<file path="config.mk">
export PLATFORM = sky130hd
export DESIGN_NAME = tmr_tick_gen
export DESIGN_NICKNAME = d
export VERILOG_FILES = /design/src/rtl/tmr_tick_pkg.sv /design/src/rtl/tmr_prescaler.sv /design/src/rtl/tmr_ext_sync.sv /design/src/rtl/tmr_chan_div.sv /design/src/rtl/tmr_tick_gen.sv
export SDC_FILE = /design/constraint.sdc
export NUM_CORES = 1
export LEC_CHECK = 0
export BUFFER_PORTS_ARGS = -buffer_cell sky130_fd_sc_hd__buf_4
export CORE_ASPECT_RATIO = 0.8
export CORE_UTILIZATION = 53
export DETAILED_ROUTE_END_ITERATION = 6
export GPL_TIMING_DRIVEN = 0
export PLACE_DENSITY_LB_ADDON = 0.25
export SYNTH_ARGS = -nofsm -noshare
export SYNTH_HDL_FRONTEND = slang
export SYNTH_SLANG_ARGS = --single-unit
</file>
<file path="constraint.sdc">
create_clock -name clk -period 1.8 [get_ports clk]
set_input_delay 0 -clock clk [delete_from_list [all_inputs] [get_ports clk]]
set_output_delay 0 -clock clk [all_outputs]
set_load 0.005 [all_outputs]
</file>
<file path="src/rtl/tmr_tick_pkg.sv">
package tmr_tick_pkg;

    localparam int NUM_CH  = 5;
    localparam int NUM_GRP = 2;
    localparam int CODE_W  = 4;
    localparam int MAX_EXP = 4;
    localparam int DIV_W   = MAX_EXP;

    typedef struct packed {
        logic       use_ext;
        logic [2:0] shift;
    } ch_sel_t;

    // channels 0..1 belong to group 0, the rest to group 1
    function automatic int grp_of(input int ch);
        return (ch < 2) ? 0 : 1;
    endfunction

    function automatic ch_sel_t decode_code(input logic [CODE_W-1:0] code,
                                            input int base,
                                            input logic [15:0] ext_mask);
        ch_sel_t    s;
        logic [4:0] sum;
        sum       = 5'(code) + 5'(base);
        s.use_ext = ext_mask[code];
        s.shift   = (sum > 5'(MAX_EXP)) ? 3'(MAX_EXP) : sum[2:0];
        return s;
    endfunction

endpackage

</file>
<file path="src/rtl/tmr_prescaler.sv">
module tmr_prescaler #(
    parameter int W = 8
) (
    input  logic         clk,
    input  logic         rst,
    input  logic [W-1:0] limit_i,
    output logic         tick_o
);
    logic [W-1:0] cnt;
    logic [W-1:0] lim_q;
    logic         term;

    assign term   = (cnt == lim_q);
    assign tick_o = !rst && term;

    always_ff @(posedge clk) begin
        if (rst) begin
            cnt   <= '0;
            lim_q <= '0;
        end else if (term) begin
            cnt   <= '0;
            lim_q <= limit_i;
        end else begin
            cnt   <= cnt + 1'b1;
        end
    end

    AST_CNT_BOUND: assert property (@(posedge clk) disable iff (rst)
        cnt <= lim_q);

    AST_LIM_HOLD: assert property (@(posedge clk) disable iff (rst)
        !tick_o |=> $stable(lim_q));

endmodule

</file>
<file path="src/rtl/tmr_ext_sync.sv">
module tmr_ext_sync (
    input  logic clk,
    input  logic rst,
    input  logic ext_i,
    output logic tick_o
);
    logic s1, s2, s3;

    always_ff @(posedge clk) begin
        if (rst) begin
            s1 <= 1'b0;
            s2 <= 1'b0;
            s3 <= 1'b0;
        end else begin
            s1 <= ext_i;
            s2 <= s1;
            s3 <= s2;
        end
    end

    assign tick_o = !rst && s2 && !s3;

    AST_EXT_SINGLE: assert property (@(posedge clk) disable iff (rst)
        tick_o |=> !tick_o);

endmodule

</file>
<file path="src/rtl/tmr_chan_div.sv">
module tmr_chan_div #(
    parameter int CW = 4
) (
    input  logic       clk,
    input  logic       rst,
    input  logic       pre_tick_i,
    input  logic [2:0] shift_i,
    output logic       tick_o
);
    logic [CW-1:0] cnt;
    logic [CW-1:0] mask;

    assign mask   = CW'((32'd1 << shift_i) - 32'd1);
    assign tick_o = pre_tick_i && ((cnt & mask) == mask);

    always_ff @(posedge clk) begin
        if (rst)
            cnt <= '0;
        else if (pre_tick_i)
            cnt <= cnt + 1'b1;
    end

    AST_DIV_STEP: assert property (@(posedge clk) disable iff (rst)
        !pre_tick_i |=> $stable(cnt));

endmodule

</file>
<file path="src/rtl/tmr_tick_gen.sv">
module tmr_tick_gen
    import tmr_tick_pkg::*;
#(
    parameter int          PRE_W    = 8,
    parameter int          DIV_BASE = 1,
    parameter logic [15:0] EXT_MASK = 16'h0010
) (
    input  logic                       clk,
    input  logic                       rst,
    input  logic [NUM_GRP-1:0]         ext_clk_i,
    input  logic [NUM_GRP*PRE_W-1:0]   pre_cfg_i,
    input  logic [NUM_CH*CODE_W-1:0]   mux_cfg_i,
    output logic [NUM_CH-1:0]          tick_o
);
    logic [NUM_GRP-1:0] pre_tick;
    logic [NUM_GRP-1:0] ext_tick;

    for (genvar g = 0; g < NUM_GRP; g++) begin : g_grp
        tmr_prescaler #(.W(PRE_W)) u_pre (
            .clk     (clk),
            .rst     (rst),
            .limit_i (pre_cfg_i[g*PRE_W +: PRE_W]),
            .tick_o  (pre_tick[g])
        );
        tmr_ext_sync u_ext (
            .clk    (clk),
            .rst    (rst),
            .ext_i  (ext_clk_i[g]),
            .tick_o (ext_tick[g])
        );
    end

    for (genvar c = 0; c < NUM_CH; c++) begin : g_ch
        localparam int G = grp_of(c);
        ch_sel_t sel;
        logic    div_tick;

        assign sel = decode_code(mux_cfg_i[c*CODE_W +: CODE_W], DIV_BASE, EXT_MASK);

        tmr_chan_div #(.CW(DIV_W)) u_div (
            .clk        (clk),
            .rst        (rst),
            .pre_tick_i (pre_tick[G]),
            .shift_i    (sel.shift),
            .tick_o     (div_tick)
        );

        assign tick_o[c] = sel.use_ext ? ext_tick[G] : div_tick;
    end

endmodule

</file>
==> flow_summary.toml, run 1 <==
[status]
outcome = "finished, violations left"
violations = "negative setup slack"

[pwr]
power_density_nw_per_um2 = 1400
p_clk_frac = 0.170
power.switching_uw = 2730
comb_power_share = 0.517
p_leak_uw = 0.00174
swShare = 0.429
internal-power_uw = 3640
vdd.ir_drop.worst_mv = 0.892
power_uw = 6380
pwr-share-seq = 0.313

[cells_and_area]
diodes = 0
fillCellCount = 345
area_growth_pct = 44.1
postLayoutCoreUtil = 0.816
drive_above_1_share = 0.344
nets = 538
fin_cells = 558

[timing]
slew_violations = 0
fin_crit_ns = 1.93
max_slew_margin = 0.644
fin_crit_sh = 1.07
rsz0062_at_grt = "true"
worst_slack_ns = -0.133
max_freq_ghz = 0.517
worstMarginPinSlew_ns = 0.534
finClkSkew_ns = 0.0159
hold_violations = 0
setup_viol = 4

[logic_synthesis]
synth_top_area_share = 0.367
synth.most_common_cell = "dfxtp_1"
synthAdderAreaFrac = 0.0871
ys_types = 42
syn-num-nets = 446
yosys.area.top_type = "dfxtp_1"
yosysWarnings = 0
ys_seq_elements = 58
synth_cells = 384
synth_area_um2 = 3160
synth.mux.area_fraction = 0
ys_seq_area_frac = 0.367
synth_edf_count = 0
synth_xor_area_frac = 0.135
async_flop_share = 0
synth_area_leaders = "dfxtp_1 37%, ha_1 8.7%, xnor2_1 8.6%"
synth_top_flop_cell = "dfxtp_1"
synth_top_family_by_area = "simple AND/OR/NAND/NOR gates"
synth_compound_area_frac = 0.129
post_synth.cell_area_avg_um2 = 8.23
yosys.area_share.simple = 0.241
netlist_top_cells_count = "58 x dfxtp_1, 49 x nor2_1, 37 x nand2_1, 31 x xnor2_1, 28 x a21oi_1"

[floorplanning]
dieHeight_um = 71.1
io_pins = 45
rows = 24
core_um2 = 5590
die_w_um = 88.4
die_area_um2 = 6280
start_util = 0.566

[worst_setup_path]
critPathLaunchType = "flip-flop"
path_cells = "xnor2_4 -> nand4_4 -> or3_4 -> a211o_1 -> o21ai_1 -> buf_4"
slowest_delay_ns = 0.39
critPathKind = "flip-flop to primary output"
worstSetupEndpointType = "primary output"
worst_ep_required_time_ns = 1.80
slowest_stage = "or3_4"
critical_path.max_fanout = 5
arrival_ns = 1.93

[global_route]
antenna_found_initial = 0
grt-busiest-layer = "met2"
grt_pass1_vias = 2893
grt_pass1_wl_um = 13400
grt_max_degree = 11
grt_overflow = 0
met1_usage = 0.345
grtUsageTotal = 0.281
grt_util_met2 = 0.483
grtUsageMet3 = 0.0700

[place]
dp_slack_ns = -0.132
place_congestion = 0.787
port_buffers = 43
hpwl_um = 4710
place_inst = 505

[drt]
dr.pass1.iters = 4
routed_via_density = 5.52
drtIter0Drc = 181
wl_um = 9200
ant_nets = 0
wl_per_cell_um = 16.5
vias = 3080
drc_errors = 0

[clock_tree]
clkTransAtPathRegs_ns = 0.08
numCtsBuffers = 9
ctsLongestPathBuffers = 2
clock_latency_ns = 0.35
tritoncts = "done"
clock_sinks = 58
clock-root-buffer = "clkbuf_8"
cts_htree_levels = 3

[flow_run]
cap_viol_max_count = 0

[worst_hold_path]
worstHoldPathType = "input port to flip-flop"
-- repair_timing --
| action | CTS | global route |
|---|---|---|
| hold buffers | 18 | 0 |
| hold endpoints to repair | 18 | 0 |
| gates resized for setup | 57 | 50 |
| buffers inserted | 9 | 11 |
| pin swaps | 23 | 24 |
| endpoints found under the setup margin | 5 | 33 |
-- per-stage QoR --
stage          cell area (um^2)  hold WS (ns)  setup TNS [ns]
6_report                   4560         0.184          -0.295
5_1_grt                    4560         0.223          -0.805
4_1_cts                    4240         0.153          -0.104
3_5_place_dp               3580         0.226          -0.215
3_3_place_gp               3580         0.223          -0.162
2_1_floorplan              3160         0.115               0
-- flip-flops by register name (all words and copies together), names as in the netlist --
name / flops
g_ch.u_div.cnt: 20
g_grp.u_pre.cnt: 16
g_grp.u_pre.lim_q: 16
g_grp.u_ext.s1: 2
g_grp.u_ext.s2: 2
g_grp.u_ext.s3: 2
-- worst max-delay path: cells and delay by family, from the launching register on --
family          cells  cell delay [ns]
flops               1             0.38
simple gates        2             0.52
compound gates      2             0.36
buf+inv             1             0.13
xor+xnor            1             0.18
-- worst paths after layout --
kind	cells past startpoint	from	end	slack [ns]
hold reg to reg	1	g_grp[0].u_ext.s1$_SDFF_PP0_	g_grp[0].u_ext.s2$_SDFF_PP0_	0.43
setup reg to reg	8	g_grp[1].u_pre.lim_q[4]$_SDFFE_PP0N_	g_grp[1].u_pre.lim_q[1]$_SDFFE_PP0N_	-0.07
setup / recovery	6	g_grp[0].u_pre.cnt[1]$_SDFF_PP0_	tick_o[1]	-0.13
hold / removal	2	rst	g_grp[0].u_ext.s3$_SDFF_PP0_	0.18
-- cell type report --
cell class | count | area [um^2] | share of cell area
tap | 78 | 97.6 | 0.0214
multi-input combinational | 293 | 2270 | 0.499
buffer | 13 | 57.6 | 0.0126
clock inverter | 3 | 15.0 | 0.00329
inverter | 20 | 75.1 | 0.0165
clock buffer | 12 | 155 | 0.0340
sequential | 58 | 1230 | 0.269
timing repair buffer | 81 | 657 | 0.144
-- cell usage in the layout, fill, tap and decap left out, types with 2 or more instances in the layout --
master	Yosys	layout
nand3_1	17	17
xnor2_1	31	17
inv_2	0	2
dfxtp_2	0	16
clkinv_2	0	3
nor2_4	1	2
nor2b_1	8	8
dfxtp_4	0	12
xor2_1	12	12
clkbuf_1	9	9
and3_1	3	3
or2_2	3	2
ha_4	0	6
o21ai_1	1	2
buf_4	0	63
inv_1	20	18
and2_1	4	3
dfxtp_1	58	30
o21ai_0	27	26
nor2_1	49	44
or4_4	0	2
xnor2_4	0	9
nand4_4	1	3
xnor2_2	3	8
dlygate4sd3_1	0	18
nor3_1	13	13
buf_2	4	3
o211ai_1	2	2
or3_4	1	2
clkbuf_8	0	11
o31ai_1	5	3
a21oi_1	28	24
a21oi_2	0	3
nand3b_1	4	4
nor2_2	0	4
ha_1	22	15
nand2_1	37	36
-- per-layer routing --
| metal | routed length (um) | part of all wire |
|---|---|---|
| met1 | 3730 | 0.41 |
| met2 | 4660 | 0.51 |
| met3 | 428 | 0.047 |
| met4 | 376 | 0.041 |
| met5 | 0 | 0 |
-- power groups by stage --
stage / Clock, uW / Sequential [uW] / Combinational (uW)
after detailed placement: 0 / 1840 / 2250
final: 1080 / 2000 / 3300
after global routing: 1150 / 2030 / 3530
after floorplan: 0 / 1780 / 1730
after CTS: 1070 / 1880 / 2690
after global placement: 0 / 1840 / 2190
-- kinds of logic after synthesis --
group	Yosys count
DFF	58
and+or+nand+nor	153
buffers and inverters	33
AOI/OAI and AO/OA	72
adders and majority gates	22
xor gates and xnor gates	46
No activity file was read; power rests on OpenSTA's default activity.
==> inputs of run 2 (changes only) <==
--- a/config.mk
+++ b/config.mk
@@ -10,7 +10,8 @@
 export CORE_UTILIZATION = 53
 export DETAILED_ROUTE_END_ITERATION = 6
 export GPL_TIMING_DRIVEN = 0
-export PLACE_DENSITY_LB_ADDON = 0.25
+export PLACE_DENSITY = 0.81
+export RECOVER_POWER = 100
 export SYNTH_ARGS = -nofsm -noshare
 export SYNTH_HDL_FRONTEND = slang
 export SYNTH_SLANG_ARGS = --single-unit
==> flow_summary.toml, run 2 (synthesis gave the netlist of run 1 again) <==
[status]
outcome = "finished, violations left"
violations = "negative setup slack"

[pwr]
power_uw = 5960
vdd.ir_drop.worst_mv = 0.914
p_leak_uw = 0.00170
power_density_nw_per_um2 = 1340

[worst_setup_path]
critPathKind = "flip-flop to primary output"
rr_worst_depth = 8
worst_ep_required_time_ns = 1.80
cp_num_buf_inv = 1
reg2reg_to = "g_grp[0].u_pre.lim_q[2]$_SDFFE_PP0N_"
slowest_stage = "or3_4"
critical_path.max_fanout = 2
critPathLaunchType = "flip-flop"
rr_startpoint = "g_grp[0].u_pre.lim_q[1]$_SDFFE_PP0N_"
crit_family = "simple AND/OR/NAND/NOR gates"
slowest_delay_ns = 0.38
path_cells = "xnor2_2 -> nand4_4 -> or3_4 -> a211o_1 -> o21ai_2 -> buf_4"
path_depth = 6
worstSetupEndpointType = "primary output"
r2r_slack_ns = -0.10
arrival_ns = 1.91

[floorplanning]
die_area_um2 = 6280
core_um2 = 5590
dieHeight_um = 71.1
rows = 24
die_w_um = 88.4
io_pins = 45
start_util = 0.566

[timing]
worstMarginPinSlew_ns = 0.550
worst_slack_ns = -0.108
slew_violations = 0
fin_crit_ns = 1.91
max_freq_ghz = 0.524
finClkSkew_ns = 0.0122
max_slew_margin = 0.633
setup_viol = 21
fin_crit_sh = 1.06
hold_violations = 0
rsz0062_at_grt = "true"

[drt]
dr.pass1.iters = 4
drc_errors = 0
routed_via_density = 5.32
drtIter0Drc = 157
wl_per_cell_um = 13.8
ant_nets = 0
wl_um = 7610
vias = 2939

[clock_tree]
clock_latency_ns = 0.34
cts_htree_levels = 3
ctsLongestPathBuffers = 2
numCtsBuffers = 9
tritoncts = "done"
clock_sinks = 58
clkTransAtPathRegs_ns = 0.06
clock-root-buffer = "clkbuf_8"

[cells_and_area]
layout_commonest_cell = "buf_4"
area_growth_pct = 40.8
diodes = 0
reg_top3 = "g_ch.u_div.cnt x20, g_grp.u_pre.cnt x16, g_grp.u_pre.lim_q x16"
largest_register_ffs = 20
design_area_um2 = 4450
drive_above_1_share = 0.319
mostFrequentLayoutCells = "55 x buf_4, 46 x nor2_1, 37 x nand2_1"
nets = 532
regMostFlops = "g_ch.u_div.cnt"
postLayoutCoreUtil = 0.797
fin_cells = 552

[global_route]
grt_overflow = 0
grt_pass1_vias = 2743
antenna_found_initial = 0
grtUsageTotal = 0.256
grt_max_degree = 11
grt_pass1_wl_um = 12200

[place]
place_area_um2 = 3580
place_inst = 505
place_congestion = 0.780
port_buffers = 43
hpwl_um = 4670

[worst_hold_path]
worstHoldPathType = "input port to flip-flop"
hold_end = "g_grp[0].u_ext.s3$_SDFF_PP0_"
hold_depth = 2
hp-start = "rst"

[flow_run]
cap_viol_max_count = 0
## run 2: changes by cell type in the layout (fill, tap and decap cells not counted), moves of 3 or more
cell and delta:
buf_4 -8, dfxtp_1 +4, dfxtp_4 -5, xnor2_2 +3, xnor2_4 -4
## run 2: layout make-up
| type | instances | area, um^2 |
|---|---|---|
| inverter | 20 | 75.1 |
| multi-input combinational | 293 | 2220 |
| clock inverter | 3 | 40.0 |
| sequential | 58 | 1210 |
| fill | 372 | 1130 |
| timing repair buffer | 75 | 613 |
| buffer | 13 | 56.3 |
| clock buffer | 12 | 145 |
| tap | 78 | 97.6 |
## run 2: metrics by stage
step / hold WS [ns] / setup TNS (ns) / worst slack [ns]
global route: 0.176 / -3.53 / -0.179
global placement: 0.214 / -0.177 / -0.105
detailed placement: 0.228 / -0.187 / -0.101
finish: 0.117 / -1.03 / -0.108
CTS: 0.127 / -0.0837 / -0.0837
floorplan: 0.115 / 0 / 0.248
## run 2: where the power goes
| group | switching, uW | internal (uW) | leakage, uW |
|---|---|---|---|
| Clock | 496 | 665 | 0.0000962 |
| Combinational | 1620 | 1280 | 0.00112 |
| Sequential | 320 | 1580 | 0.000485 |
| Total | 2440 | 3520 | 0.00170 |
## run 2: how the worst max path moves through the flow
stage	from	endpoint	slack [ns]
floorplan	mux_cfg_i[0]	tick_o[0]	0.25
global placement	mux_cfg_i[0]	tick_o[0]	-0.10
detailed placement	mux_cfg_i[0]	tick_o[0]	-0.10
CTS	g_grp[0].u_pre.cnt[6]$_SDFF_PP0_	tick_o[1]	-0.08
global route	g_grp[0].u_pre.lim_q[1]$_SDFFE_PP0N_	tick_o[1]	-0.18
finish	g_grp[0].u_pre.lim_q[1]$_SDFFE_PP0N_	tick_o[1]	-0.11
## run 2: what timing repair did
action	in CTS	in global routing
buffers inserted	9	5
hold buffers	18	0
endpoints found under the setup margin	5	15
pin swaps	26	22
resized for setup	66	29
endpoints found under the hold margin	18	0
## run 2: metal layers
metal  up-vias  global-route usage  wire, um
li1       1475                   -         -
met1      1369               0.324      3310
met2        83               0.419      3780
met3        12              0.0583       373
met4         0               0.106       148
met5         -                   0         0
==> inputs of run 3 (changes only) <==
--- a/config.mk
+++ b/config.mk
@@ -6,11 +6,13 @@
 export NUM_CORES = 1
 export LEC_CHECK = 0
 export BUFFER_PORTS_ARGS = -buffer_cell sky130_fd_sc_hd__buf_4
+export CELL_PAD_IN_SITES_DETAIL_PLACEMENT = 0
+export CELL_PAD_IN_SITES_GLOBAL_PLACEMENT = 1
 export CORE_ASPECT_RATIO = 0.8
-export CORE_UTILIZATION = 53
+export CORE_UTILIZATION = 43
 export DETAILED_ROUTE_END_ITERATION = 6
 export GPL_TIMING_DRIVEN = 0
-export PLACE_DENSITY = 0.81
+export PLACE_DENSITY = 0.86
 export RECOVER_POWER = 100
 export SYNTH_ARGS = -nofsm -noshare
 export SYNTH_HDL_FRONTEND = slang
==> flow_summary.toml, run 3 (synthesis gave the netlist of run 1 again) <==
[status]
outcome = "finished, violations left"
violations = "design-rule violations, negative setup slack"

[timing]
max_freq_ghz = 0.533
max_slew_margin = 0.563
setup_viol = 4
worstMarginPinSlew_ns = 0.655
hold_violations = 0
fin_hold_ws_ns = 0.139
rsz0062_at_grt = "true"
worst_slack_ns = -0.0757
fin_crit_ns = 1.88
fin_crit_sh = 1.04
finClkSkew_ns = 0.00821
slew_violations = 0

[cells_and_area]
nets = 533
largest_register_ffs = 20
reg_top3 = "g_ch.u_div.cnt x20, g_grp.u_pre.cnt x16, g_grp.u_pre.lim_q x16"
area_growth_pct = 41.9
fillCellCount = 620
mostFrequentLayoutCells = "58 x buf_4, 45 x nor2_1, 37 x nand2_1"
drive_above_1_share = 0.319
diodes = 0
regMostFlops = "g_ch.u_div.cnt"
layout_commonest_cell = "buf_4"
postLayoutCoreUtil = 0.642

[worst_setup_path]
worst_ep_required_time_ns = 1.80
rr_worst_depth = 8
crit_family = "simple AND/OR/NAND/NOR gates"
r2r_slack_ns = 0.07
arrival_ns = 1.88
critical_path.max_fanout = 4
rr_startpoint = "g_grp[1].u_pre.cnt[6]$_SDFF_PP0_"
path_cells = "xnor2_4 -> nand4_4 -> or3_4 -> a211o_1 -> o21ai_2 -> buf_4"
reg2reg_to = "g_grp[1].u_pre.lim_q[7]$_SDFFE_PP0N_"
cp_num_buf_inv = 1
critPathKind = "flip-flop to primary output"
worstSetupEndpointType = "primary output"
slowest_delay_ns = 0.39
critPathLaunchType = "flip-flop"
slowest_stage = "or3_4"
path_depth = 6

[clock_tree]
numCtsBuffers = 9
clock_sinks = 58
cts_htree_levels = 3
tritoncts = "done"
clock-root-buffer = "clkbuf_8"
clock_latency_ns = 0.34
ctsLongestPathBuffers = 2
clkTransAtPathRegs_ns = 0.06

[global_route]
grt_max_degree = 11
grt_pass1_vias = 2719
antenna_found_initial = 0
grt_pass1_wl_um = 12500
grt_overflow = 0
grtUsageTotal = 0.208

[floorplanning]
io_pins = 45
rows = 27
start_util = 0.452
die_w_um = 97.9
core_um2 = 6990
die_area_um2 = 7700
dieHeight_um = 78.7

[drt]
drc_errors = 2
drtIter0Drc = 84
met3_length_um = 412
ant_nets = 0
wl_per_cell_um = 13.7
top_layer_used = "met4"
wl_um = 7690
wl_met2_um = 3870
routed_via_density = 5.14
met1_length_um = 3340
dr.pass1.iters = 6
vias = 2894

[worst_hold_path]
hold_depth = 2
hp-start = "rst"
hold_end = "g_grp[0].u_ext.s3$_SDFF_PP0_"
worstHoldPathType = "input port to flip-flop"

[place]
place_congestion = 0.809
port_buffers = 43
hpwl_um = 4830

[pwr]
vdd.ir_drop.worst_mv = 0.900
power_density_nw_per_um2 = 1410
p_leak_uw = 0.00172

[flow_run]
cap_viol_max_count = 0
run 3: cell count changes in the layout (fill, tap and decap cells not counted), sizes merged:
cell,delta
buf,+1
bufinv,+1
run 3: area by class of cell:
type	count	area [um^2]	share of cell area
clock buffers	12	155	0.0346
flip-flops and latches	58	1210	0.270
repair buffers	76	619	0.138
multi-input cells	293	2190	0.487
plain buffers	13	58.8	0.0131
clock inverters	4	73.8	0.0164
inverters	20	75.1	0.0167
well taps	87	109	0.0243
run 3: worst max path at each step:
stage | startpoint | endpoint | slack [ns]
3_3_place_gp | mux_cfg_i[0] | tick_o[0] | -0.11
5_1_grt | g_grp[0].u_pre.cnt[1]$_SDFF_PP0_ | tick_o[1] | -0.16
3_5_place_dp | mux_cfg_i[0] | tick_o[0] | -0.08
4_1_cts | g_grp[0].u_pre.cnt[0]$_SDFF_PP0_ | tick_o[1] | -0.09
2_1_floorplan | mux_cfg_i[0] | tick_o[0] | 0.25
6_report | g_grp[0].u_pre.cnt[1]$_SDFF_PP0_ | tick_o[1] | -0.08
run 3: metrics by stage:
stage          area, um^2  total power (uW)  cells  setup slack, ns  setup TNS, ns
2_1_floorplan        3160              3500    384            0.248              0
3_3_place_gp         3590              4120    514           -0.107         -0.154
3_5_place_dp         3590              4140    514          -0.0774         -0.170
5_1_grt              4490              6810    563           -0.157         -0.576
6_report             4490              6340    563          -0.0757         -0.194
4_1_cts              4270              6070    555          -0.0922         -0.185
run 3: layer usage:
| layer | track usage | vias up |
|---|---|---|
| met5 | 0 | - |
| met4 | 0.0545 | 0 |
| met3 | 0.0572 | 9 |
| met2 | 0.368 | 60 |
| met1 | 0.248 | 1345 |
| li1 | - | 1480 |
run 3: what timing repair did:
item,CTS,global route
buffers inserted,7,8
gates resized for setup,47,40
pin swaps,15,26
hold buffers,18,0
endpoints found under the hold margin,18,0
endpoints found under the setup margin,5,29
run 3: power breakdown:
part | switching (uW) | internal [uW] | leakage (uW)
Sequential | 324 | 1590 | 0.000485
Combinational | 1690 | 1370 | 0.00112
Clock | 518 | 856 | 0.000117
Total | 2530 | 3810 | 0.00172
